## config.mk

```make
export PLATFORM = sky130hd
export DESIGN_NAME = acc_barrel_shifter
export DESIGN_NICKNAME = d
export VERILOG_FILES = /design/src/rtl/acc_shift_pkg.sv /design/src/rtl/acc_shift_decode.sv /design/src/rtl/acc_shift_core.sv /design/src/rtl/acc_shift_flags.sv /design/src/rtl/acc_barrel_shifter.sv
export SDC_FILE = /design/constraint.sdc
export NUM_CORES = 1
export LEC_CHECK = 0
export CAP_MARGIN = 20
export CORE_MARGIN = 4
export CORE_UTILIZATION = 45
export DETAILED_ROUTE_END_ITERATION = 12
export DONT_BUFFER_PORTS = 1
export HOLD_SLACK_MARGIN = 0.06
export SYNTH_ARGS = -nofsm -noshare
export SYNTH_HDL_FRONTEND = slang
export SYNTH_SLANG_ARGS = --single-unit
export TNS_END_PERCENT = 5
```

## constraint.sdc

```tcl
create_clock -name clk_i -period 5.1 [get_ports clk_i]
set_input_delay 1.02 -clock clk_i [delete_from_list [all_inputs] [get_ports clk_i]]
set_output_delay 1.02 -clock clk_i [all_outputs]
set_load 0.1 [all_outputs]
```

## src/rtl/acc_shift_pkg.sv

```systemverilog
package acc_shift_pkg;
  typedef enum logic [1:0] {
    SH_ASR = 2'b00,
    SH_LSR = 2'b01,
    SH_ASL = 2'b10,
    SH_LSL = 2'b11
  } shift_kind_e;

  localparam int unsigned FLAG_W    = 8;
  localparam int unsigned FL_NEG    = 0;
  localparam int unsigned FL_ZERO   = 1;
  localparam int unsigned FL_LOST   = 2;
  localparam int unsigned FL_OVF    = 3;
  localparam int unsigned FL_ODD    = 4;
  localparam int unsigned FL_EVEN   = 5;
  localparam int unsigned FL_MONE   = 6;
  localparam int unsigned FL_NMONE  = 7;
endpackage

```

## src/rtl/acc_shift_decode.sv

```systemverilog
module acc_shift_decode
  import acc_shift_pkg::*;
#(
  parameter int unsigned DATA_W = 36,
  parameter int unsigned WORD_W = 32,
  parameter int unsigned CNT_W  = 16,
  parameter int unsigned AMT_W  = $clog2(DATA_W)
) (
  input  logic [DATA_W-1:0] operand_i,
  input  logic [CNT_W-1:0]  count_i,
  input  shift_kind_e       kind_i,
  output logic [DATA_W-1:0] operand_o,
  output logic              left_o,
  output logic              arith_o,
  output logic [AMT_W-1:0]  amt_o,
  output logic              sat_o
);
  localparam int unsigned GUARD_W = DATA_W - WORD_W;

  logic             neg;
  logic [CNT_W:0]   cnt_ext;
  logic [CNT_W:0]   mag;

  assign neg     = count_i[CNT_W-1];
  assign cnt_ext = {count_i[CNT_W-1], count_i};
  // 17-bit magnitude so that the most negative count stays exact
  assign mag     = neg ? (~cnt_ext + 1'b1) : cnt_ext;

  assign left_o  = kind_i[1] ^ neg;
  assign arith_o = ~kind_i[0];
  assign sat_o   = (mag >= (CNT_W+1)'(DATA_W));
  assign amt_o   = sat_o ? '0 : mag[AMT_W-1:0];

  assign operand_o = (kind_i == SH_LSR) ? {{GUARD_W{1'b0}}, operand_i[WORD_W-1:0]}
                                        : operand_i;
endmodule

```

## src/rtl/acc_shift_core.sv

```systemverilog
module acc_shift_core #(
  parameter int unsigned DATA_W = 36,
  parameter int unsigned AMT_W  = $clog2(DATA_W)
) (
  input  logic [DATA_W-1:0] operand_i,
  input  logic              left_i,
  input  logic              arith_i,
  input  logic [AMT_W-1:0]  amt_i,
  input  logic              sat_i,
  output logic [DATA_W-1:0] result_o,
  output logic              lost_o
);
  logic              sign;
  logic              fill;
  logic [DATA_W-1:0] rstage [AMT_W+1];
  logic [DATA_W-1:0] lstage [AMT_W+1];

  assign sign      = operand_i[DATA_W-1];
  assign fill      = arith_i & sign;
  assign rstage[0] = operand_i;
  assign lstage[0] = operand_i;

  for (genvar i = 0; i < AMT_W; i++) begin : g_stage
    localparam int unsigned SH = 1 << i;
    if (SH < DATA_W) begin : g_shift
      assign rstage[i+1] = amt_i[i] ? {{SH{fill}}, rstage[i][DATA_W-1:SH]} : rstage[i];
      assign lstage[i+1] = amt_i[i] ? {lstage[i][DATA_W-1-SH:0], {SH{1'b0}}} : lstage[i];
    end else begin : g_flush
      assign rstage[i+1] = amt_i[i] ? {DATA_W{fill}} : rstage[i];
      assign lstage[i+1] = amt_i[i] ? '0 : lstage[i];
    end
  end

  // lost-bit detection for left shifts: masks of the top bits
  localparam logic [DATA_W-1:0] ONES = {DATA_W{1'b1}};
  logic [AMT_W:0]    amt_p1;
  logic [DATA_W-1:0] top_n_mask;
  logic [DATA_W-1:0] top_n1_mask;
  logic              any_set;
  logic              lost_arith;
  logic              lost_logic;

  assign amt_p1      = {1'b0, amt_i} + 1'b1;
  assign top_n_mask  = ~(ONES >> amt_i);
  assign top_n1_mask = ~(ONES >> amt_p1);
  assign any_set     = |operand_i;
  assign lost_arith  = sat_i ? any_set : |((operand_i ^ {DATA_W{sign}}) & top_n1_mask);
  assign lost_logic  = sat_i ? any_set : |(operand_i & top_n_mask);

  always_comb begin
    if (left_i) begin
      result_o = sat_i ? '0 : lstage[AMT_W];
      lost_o   = arith_i ? lost_arith : lost_logic;
    end else begin
      result_o = sat_i ? {DATA_W{fill}} : rstage[AMT_W];
      lost_o   = sat_i;
    end
  end
endmodule

```

## src/rtl/acc_shift_flags.sv

```systemverilog
module acc_shift_flags
  import acc_shift_pkg::*;
#(
  parameter int unsigned DATA_W = 36,
  parameter int unsigned WORD_W = 32
) (
  input  logic [DATA_W-1:0] result_i,
  input  logic              lost_i,
  output logic [FLAG_W-1:0] flags_o
);
  localparam int unsigned TOP_W = DATA_W - WORD_W + 1;

  logic [TOP_W-1:0] top_bits;
  logic             odd;
  logic             mone;

  assign top_bits = result_i[DATA_W-1:WORD_W-1];
  assign odd      = ^result_i[WORD_W-1:0];
  assign mone     = &result_i;

  always_comb begin
    flags_o            = '0;
    flags_o[FL_NEG]    = result_i[DATA_W-1];
    flags_o[FL_ZERO]   = (result_i == '0);
    flags_o[FL_LOST]   = lost_i;
    flags_o[FL_OVF]    = ~((&top_bits) | ~(|top_bits));
    flags_o[FL_ODD]    = odd;
    flags_o[FL_EVEN]   = ~odd;
    flags_o[FL_MONE]   = mone;
    flags_o[FL_NMONE]  = ~mone;
  end
endmodule

```

## src/rtl/acc_barrel_shifter.sv

```systemverilog
module acc_barrel_shifter
  import acc_shift_pkg::*;
#(
  parameter int unsigned DATA_W = 36,
  parameter int unsigned WORD_W = 32,
  parameter int unsigned CTRL_W = 32,
  parameter int unsigned CNT_W  = 16
) (
  input  logic              clk_i,
  input  logic              rst_ni,
  input  logic [DATA_W-1:0] operand_i,
  input  logic [CTRL_W-1:0] ctrl_i,
  input  logic [1:0]        kind_i,
  output logic [DATA_W-1:0] result_o,
  output logic [FLAG_W-1:0] flags_o
);
  localparam int unsigned AMT_W = $clog2(DATA_W);
  localparam int unsigned CNT_LO = CTRL_W - CNT_W;

  logic [CNT_LO-1:0] unused_ctrl;
  assign unused_ctrl = ctrl_i[CNT_LO-1:0];

  // stage 1: decode
  logic [DATA_W-1:0] d_operand;
  logic              d_left, d_arith, d_sat;
  logic [AMT_W-1:0]  d_amt;

  acc_shift_decode #(
    .DATA_W(DATA_W), .WORD_W(WORD_W), .CNT_W(CNT_W), .AMT_W(AMT_W)
  ) u_decode (
    .operand_i (operand_i),
    .count_i   (ctrl_i[CTRL_W-1:CNT_LO]),
    .kind_i    (shift_kind_e'(kind_i)),
    .operand_o (d_operand),
    .left_o    (d_left),
    .arith_o   (d_arith),
    .amt_o     (d_amt),
    .sat_o     (d_sat)
  );

  logic [DATA_W-1:0] s1_operand;
  logic              s1_left, s1_arith, s1_sat;
  logic [AMT_W-1:0]  s1_amt;
  logic [1:0]        s1_kind;

  always_ff @(posedge clk_i or negedge rst_ni) begin
    if (!rst_ni) begin
      s1_operand <= '0;
      s1_left    <= 1'b0;
      s1_arith   <= 1'b0;
      s1_sat     <= 1'b0;
      s1_amt     <= '0;
      s1_kind    <= '0;
    end else begin
      s1_operand <= d_operand;
      s1_left    <= d_left;
      s1_arith   <= d_arith;
      s1_sat     <= d_sat;
      s1_amt     <= d_amt;
      s1_kind    <= kind_i;
    end
  end

  // stage 2: shift and flags
  logic [DATA_W-1:0] c_result;
  logic              c_lost;
  logic [FLAG_W-1:0] c_flags;

  acc_shift_core #(.DATA_W(DATA_W), .AMT_W(AMT_W)) u_core (
    .operand_i (s1_operand),
    .left_i    (s1_left),
    .arith_i   (s1_arith),
    .amt_i     (s1_amt),
    .sat_i     (s1_sat),
    .result_o  (c_result),
    .lost_o    (c_lost)
  );

  acc_shift_flags #(.DATA_W(DATA_W), .WORD_W(WORD_W)) u_flags (
    .result_i (c_result),
    .lost_i   (c_lost),
    .flags_o  (c_flags)
  );

  always_ff @(posedge clk_i or negedge rst_ni) begin
    if (!rst_ni) begin
      result_o <= '0;
      flags_o  <= '0;
    end else begin
      result_o <= c_result;
      flags_o  <= c_flags;
    end
  end

  assert_guard_clear_R6: assert property (@(posedge clk_i) disable iff (!rst_ni)
    (s1_kind == SH_LSR && !s1_left) |=> (result_o[DATA_W-1:WORD_W] == '0));

  assert_right_lost_R9: assert property (@(posedge clk_i) disable iff (!rst_ni)
    !s1_left |=> (flags_o[FL_LOST] == $past(s1_sat)));

  assert_left_flush_R7: assert property (@(posedge clk_i) disable iff (!rst_ni)
    (s1_left && s1_sat) |=> (result_o == '0));

  assert_right_saturate_R5: assert property (@(posedge clk_i) disable iff (!rst_ni)
    (!s1_left && s1_sat && s1_arith) |=>
      (result_o == {DATA_W{$past(s1_operand[DATA_W-1])}}));

  assert_zero_count_R12: assert property (@(posedge clk_i) disable iff (!rst_ni)
    (!s1_sat && s1_amt == '0) |=>
      (result_o == $past(s1_operand) && !flags_o[FL_LOST]));
endmodule

```

# ---- Word-level counts from Yosys, hierarchy flattened
# Cells that the tools add are included.
dict set report totals {
  reg_bits 89
  elab_cells 57
  input_bits 72
  output_inout_bits 44
}
dict set report classes {
  n_reduce_logical 8
  n_eq_ne 1
  magnitude_cmp 1
  mux 22
  bitwise 14
  n_shift 2
  addsub 2
}
# cell n
set ops {}
lappend ops {{2-to-1 mux 36 bit} 16}
lappend ops {{OR reduction 36 bit} 3}
lappend ops {{bitwise AND 36 bit} 2}
lappend ops {{NOT 36 bit} 2}
lappend ops {{logical NOT 36 bit} 1}
lappend ops {{AND reduction 36 bit} 1}
lappend ops {{>> shifter 36 x 6 -> 36 bit (first input constant)} 1}
lappend ops {{>> shifter 36 x 7 -> 36 bit (first input constant)} 1}
lappend ops {{XOR 36 bit} 1}
lappend ops {{XOR reduction 32 bit} 1}
lappend ops {{adder 17 x 1 -> 17 bit (second input constant)} 1}
lappend ops {{>= comparator 17 x 6 -> 1 bit (second input constant)} 1}
lappend ops {{2-to-1 mux 17 bit} 1}
lappend ops {{NOT 17 bit} 1}
lappend ops {{adder 6 x 1 -> 7 bit (second input constant)} 1}
lappend ops {{2-to-1 mux 6 bit} 1}
lappend ops {{NOT 1 bit} 5}
lappend ops {{AND reduction 5 bit} 1}
lappend ops {{OR reduction 5 bit} 1}
lappend ops {{2-to-1 mux 1 bit} 4}
lappend ops {{== test 2 x 1 -> 1 bit (second input constant)} 1}
lappend ops {{bitwise AND 1 bit} 1}
lappend ops {{bitwise OR 1 bit} 1}
lappend ops {{XOR 1 bit} 1}

# ---- Depth between registers and ports, before layout
dict set report depth {
  depth_word 13
  depth_mapped 19
  ltp_nobuf 14
}

# ---- Cells and area by module
# From an unflattened synthesis, not the netlist that was laid out.
dict set report hier_totals {
  cells_unflattened 1129
  hier_area_um2 9685.5
}
# mod area_each_um2 cells_per_inst instances seq_area_each_um2
set modules_own_cells {}
lappend modules_own_cells {acc_shift_core 5834.3 824 1 0.0}
lappend modules_own_cells {acc_barrel_shifter 2227.1 89 1 2227.1}
lappend modules_own_cells {acc_shift_decode 825.8 113 1 0.0}
lappend modules_own_cells {acc_shift_flags 798.3 103 1 0.0}

# ---- Worst setup path after synthesis
# Ideal clock, no wire load.
dict set report synth_timing {
  path_kind {reg2reg}
  start {register s1_amt[1]}
  end {register flags_o[1]}
  path_stages_with_launch 18
  period_less_slack_ns 4.285
  t_required_ns 5.005
  arrival_time_ns 4.190
  setup_time_ns 0.095
  path_buffers 5
  path_slack_ns 0.815
  path_cell_list {dfrtp_1 buf_2 buf_2 buf_2 buf_2 buf_1 mux4_2 mux2i_1 nand2_1 o211ai_1 o21ai_0 mux2_2 a221oi_1 ha_1 nand4_1 or4_1 or4_1 nor4b_2}
}
dict set report synth_via {
  elab_chain_cells 8
  elab_cells_between_ends 14
  cone_classes {mux (13); reduce/logical (1)}
}
# element line
set synth_lines {}
lappend synth_lines {{start: declaration} acc_barrel_shifter.sv:43} ;# logic [AMT_W-1:0] s1_amt;
lappend synth_lines {{start signal: assignment} acc_barrel_shifter.sv:59} ;# s1_amt <= d_amt;
lappend synth_lines {{2-to-1 mux 36 bit (on tied branches) (5 in a row)} {acc_shift_core.sv:26, acc_shift_core.sv:27}}
lappend synth_lines {{2-to-1 mux 36 bit (on tied branches)} {acc_shift_core.sv:55, acc_shift_core.sv:52}}
lappend synth_lines {{2-to-1 mux 36 bit *} acc_shift_core.sv:51} ;# if (left_i) begin
lappend synth_lines {{logical NOT 36 bit *} acc_shift_flags.sv:24} ;# flags_o[FL_ZERO] = (result_i == '0);
lappend synth_lines {{named net c_flags[1]} acc_barrel_shifter.sv:67} ;# logic [FLAG_W-1:0] c_flags;
lappend synth_lines {{end signal: assignment} acc_barrel_shifter.sv:91} ;# flags_o <= c_flags;
lappend synth_lines {{end: declaration} acc_barrel_shifter.sv:15} ;# output logic [FLAG_W-1:0] flags_o
# Mark *: on every way through the listed nets, which the timed path passes. The rest lies on a longest branch.

# ---- Final worst setup path
dict set report layout_timing {
  start {register s1_amt[0]}
  end {register flags_o[1]}
}
dict set report layout_via {
  elab_chain_cells 9
  elab_cells_between_ends 16
  cone_classes {mux (15); reduce/logical (1)}
}
# element line
set layout_lines {}
lappend layout_lines {{2-to-1 mux 36 bit (on tied branches) (6 in a row)} {acc_shift_core.sv:26, acc_shift_core.sv:27}}
lappend layout_lines {{2-to-1 mux 36 bit (on tied branches)} {acc_shift_core.sv:55, acc_shift_core.sv:52}}
lappend layout_lines {{2-to-1 mux 36 bit *} acc_shift_core.sv:51}
lappend layout_lines {{logical NOT 36 bit *} acc_shift_flags.sv:24}
lappend layout_lines {{named net c_flags[1]} acc_barrel_shifter.sv:67}
# Marks and branches as above.

==> results.md <==
- Cell count after synthesis: roughly 1,100
- Final max-slew violation count: 0
- RR Startpoint: s1_amt[0]
- CTS root buf: clkbuf_16
- First-pass GRT wire length: 57,020 microns
- Longest Clk Path Bufs: 2
- Cts repair resizes: 0
- Worst setup margin: approximately 0.6 ns
- Critical Path End Type: flop
- Clk pin slew, worst setup/hold paths: 0.07 ns
- Via/cell ratio: approximately 7.4
- PortBufs: 0
- Final period utilization: 0.8830
- Routed length per instance: slightly below 30 microns
- TritonRoute pass-1 iters: 5
- Max FO, Critical Path: ~40
- P per Cell Area: 209.0 nW/um^2
- Most frequent cells in the layout: nand2_1, dfrtp_1, nor2_1, o21ai_0, mux2i_1
- Number of global-route vias before repair: roughly 9,000
- Netlist cell types: 90
- Peak VDD IR: 0.0002052 V
- Largest net degree at the start of global routing: about 90
- CP arrival: between 4 and 5 ns
- Post-DP HPWL: between 20,000 and 30,000 microns
- CTS buffer count: 9
- Std-Cell Rows: 52
- Clock skew: about 0.008 ns
- Hold Violations, Final: 0
- Diodes inserted: 0
- Most common cell after layout, fill and taps aside: nand2_1
- Routed vias: ~9,500
- Antenna Nets Post-Route: 0
- GRT Residual Overflow: 0
- Initial antenna violation count: 1
- Minimum hold slack: around 0.35 ns
- Launch point of the worst path: s1_amt[0]
- Crit start category: flop
- WL final: about 38,000 microns
- Hold-fix buffers at CTS: 0
- I/O Pins: 116
- Post-route minimum period: approximately 4.5 ns
- Post-synth EDFFs: 0
- Total track usage: 0.3169
- Share of layout cells above drive strength 1: 0.1600
- Max-slew headroom: 0.3750
- Status: finished clean
- Initial core utilization: 0.4634
- RSZ-0062 raised after global routing: no
- Max Clock Freq: 222.1 MHz
- Crit path cell chain: mux4_1 > nor2_1 > nor2_1 > a221oi_1 > a21oi_1 > a21o_1 > a221oi_1 > ha_1 > nand4_1 > or4_1 > or4_1 > nor4b_2
- Hold Crit Class: in -> async
- Die area: 23,490 sq um
- Largest stage delay, worst path: about 0.85 ns
- CTS tree: yes
- Mapped Area: roughly 9500 sq um
- Least-Margin Pin Slew: 0.9403 ns
- Fin Setup TNS: 0 ns
- Slowest cell on crit path: dfrtp_4
- Post-synth ARST share: 1.000
- Sequential fraction of the synthesis area: 0.2319
- Die width: roughly 150 microns
- Post-CTS Setup Bufs: 0
- Area growth syn-to-layout: 4.874%
- WS Path Type: reg -> reg
- Syn_nets: about 1,200
- Setup WS pre-CTS: 0.6586 ns
- Worst skew pair latency: 0.36 ns
- Die height: approximately 150 microns
- Final core utilization: 0.4860
- Static Leak: ~4 nW
- Final number of setup-violating endpoints: 0
- Core box area: between 20,000 and 25,000 sq um
- Yosys warning count: 0
- RePlAce Congestion: about 1.0
- Starting DRC count in detailed routing: 1,540
- Setup slack, reg-to-reg: a little under 0.6 ns
- Clock sink count: 88
- Yosys reg bits: between 80 and 90
- DRC errors left: 0
- Final #Nets: ~1,100
- Max-cap violations: 0
- Req. time, crit path: around 5.4 ns
- Average cell area after synthesis: between 8 and 9 sq um
- Htree depth: 3
- Primary FF master, synth: dfrtp_1
- Worst reg2reg path depth: 12
cells in the mapped netlist (all sizes together), types with 10 or more instances:
library cell / instances / area share
mux2i: 55 / 0.058
nand3: 25 / 0.013
clkbuf: 89 / 0.035
and2: 10 / 0.0066
mux4: 57 / 0.14
dfrtp: 88 / 0.23
nor3: 21 / 0.011
a21oi: 55 / 0.029
a31oi: 12 / 0.0079
nand2: 106 / 0.042
o211ai: 17 / 0.013
o31ai: 10 / 0.0079
ha: 29 / 0.038
inv: 30 / 0.012
a221oi: 14 / 0.013
o21ai: 77 / 0.041
buf: 37 / 0.022
nor2: 80 / 0.032
o22ai: 12 / 0.0079
nand4: 21 / 0.014
mux2: 31 / 0.037
xnor2: 15 / 0.014
metrics by stage:
stage	total power [mW]	instance area [sq um]	cells
floorplan	1.263	9498	1090
global placement	1.384	9652	1273
detailed placement	1.385	9652	1273
CTS	2.080	9961	1289
global route	2.151	9961	1289
finish	2.082	9961	1289
path summary, 6_finish.rpt:
kind | endpoint
min reg2reg | result_o[12]
max reg2reg | flags_o[1]
max | flags_o[1]
min | result_o[31]
max in group asynchronous | s1_amt[1]
min in group clk_i | s1_operand[19]
final cells by class:
cell class / count / area, sq um
Clock buffer: 9 / 225.2
Sequential cell: 88 / 2213
Tap cell: 270 / 337.8
Inverter: 30 / 112.6
Clock inverter: 7 / 83.83
Fill cell: 1976 / 10530
Timing Repair Buffer: 40 / 350.3
Multi-Input combinational cell: 845 / 6638
logic make-up (layout without fill, tap and decap cells):
logic type,Yosys count,in the layout,share of synthesized area
adder cells (fa/ha/maj),32,32,0.04137
AO/OA/AOI/OAI,322,322,0.2362
flip-flops,88,88,0.2319
AND/OR/NAND/NOR,327,327,0.1670
XOR/XNOR,21,21,0.01937
multiplexers,143,143,0.2342
buffers and inverters,157,86,0.06995
power by group:
part	internal, mW	total, mW	switching [mW]
combinational	0.164	0.370	0.206
clock	0.390	0.696	0.306
sequential	0.736	1.02	0.280
total	1.29	2.08	0.792
per-layer routing:
layer  wire length (microns)  GRT usage  share of wire  up-vias
met4                    2538     0.1739          0.066        2
met3                    4388    0.07747           0.11      169
met1                   14960     0.4270           0.39     4528
met2                   16300     0.4681           0.43      781
li1                        -          -              -     4023
met5                      13          0        0.00034        -
sequential cells by signal (all words and copies together), names as in the netlist:
register and flops:
flags_o 8, s1_amt 6, s1_left 1, result_o 35, s1_sat 1, s1_arith 1, s1_operand 36
critical path, delay by kind of cell, from the launching register on:
family | cells | cell delay (ns)
muxes | 1 | 0.71
DFF | 1 | 0.85
and+or+nand+nor | 6 | 1.56
adders and majority gates | 1 | 0.22
AOI/OAI and AO/OA | 4 | 1.04
Note: power is estimated with default switching activity, not from simulation.
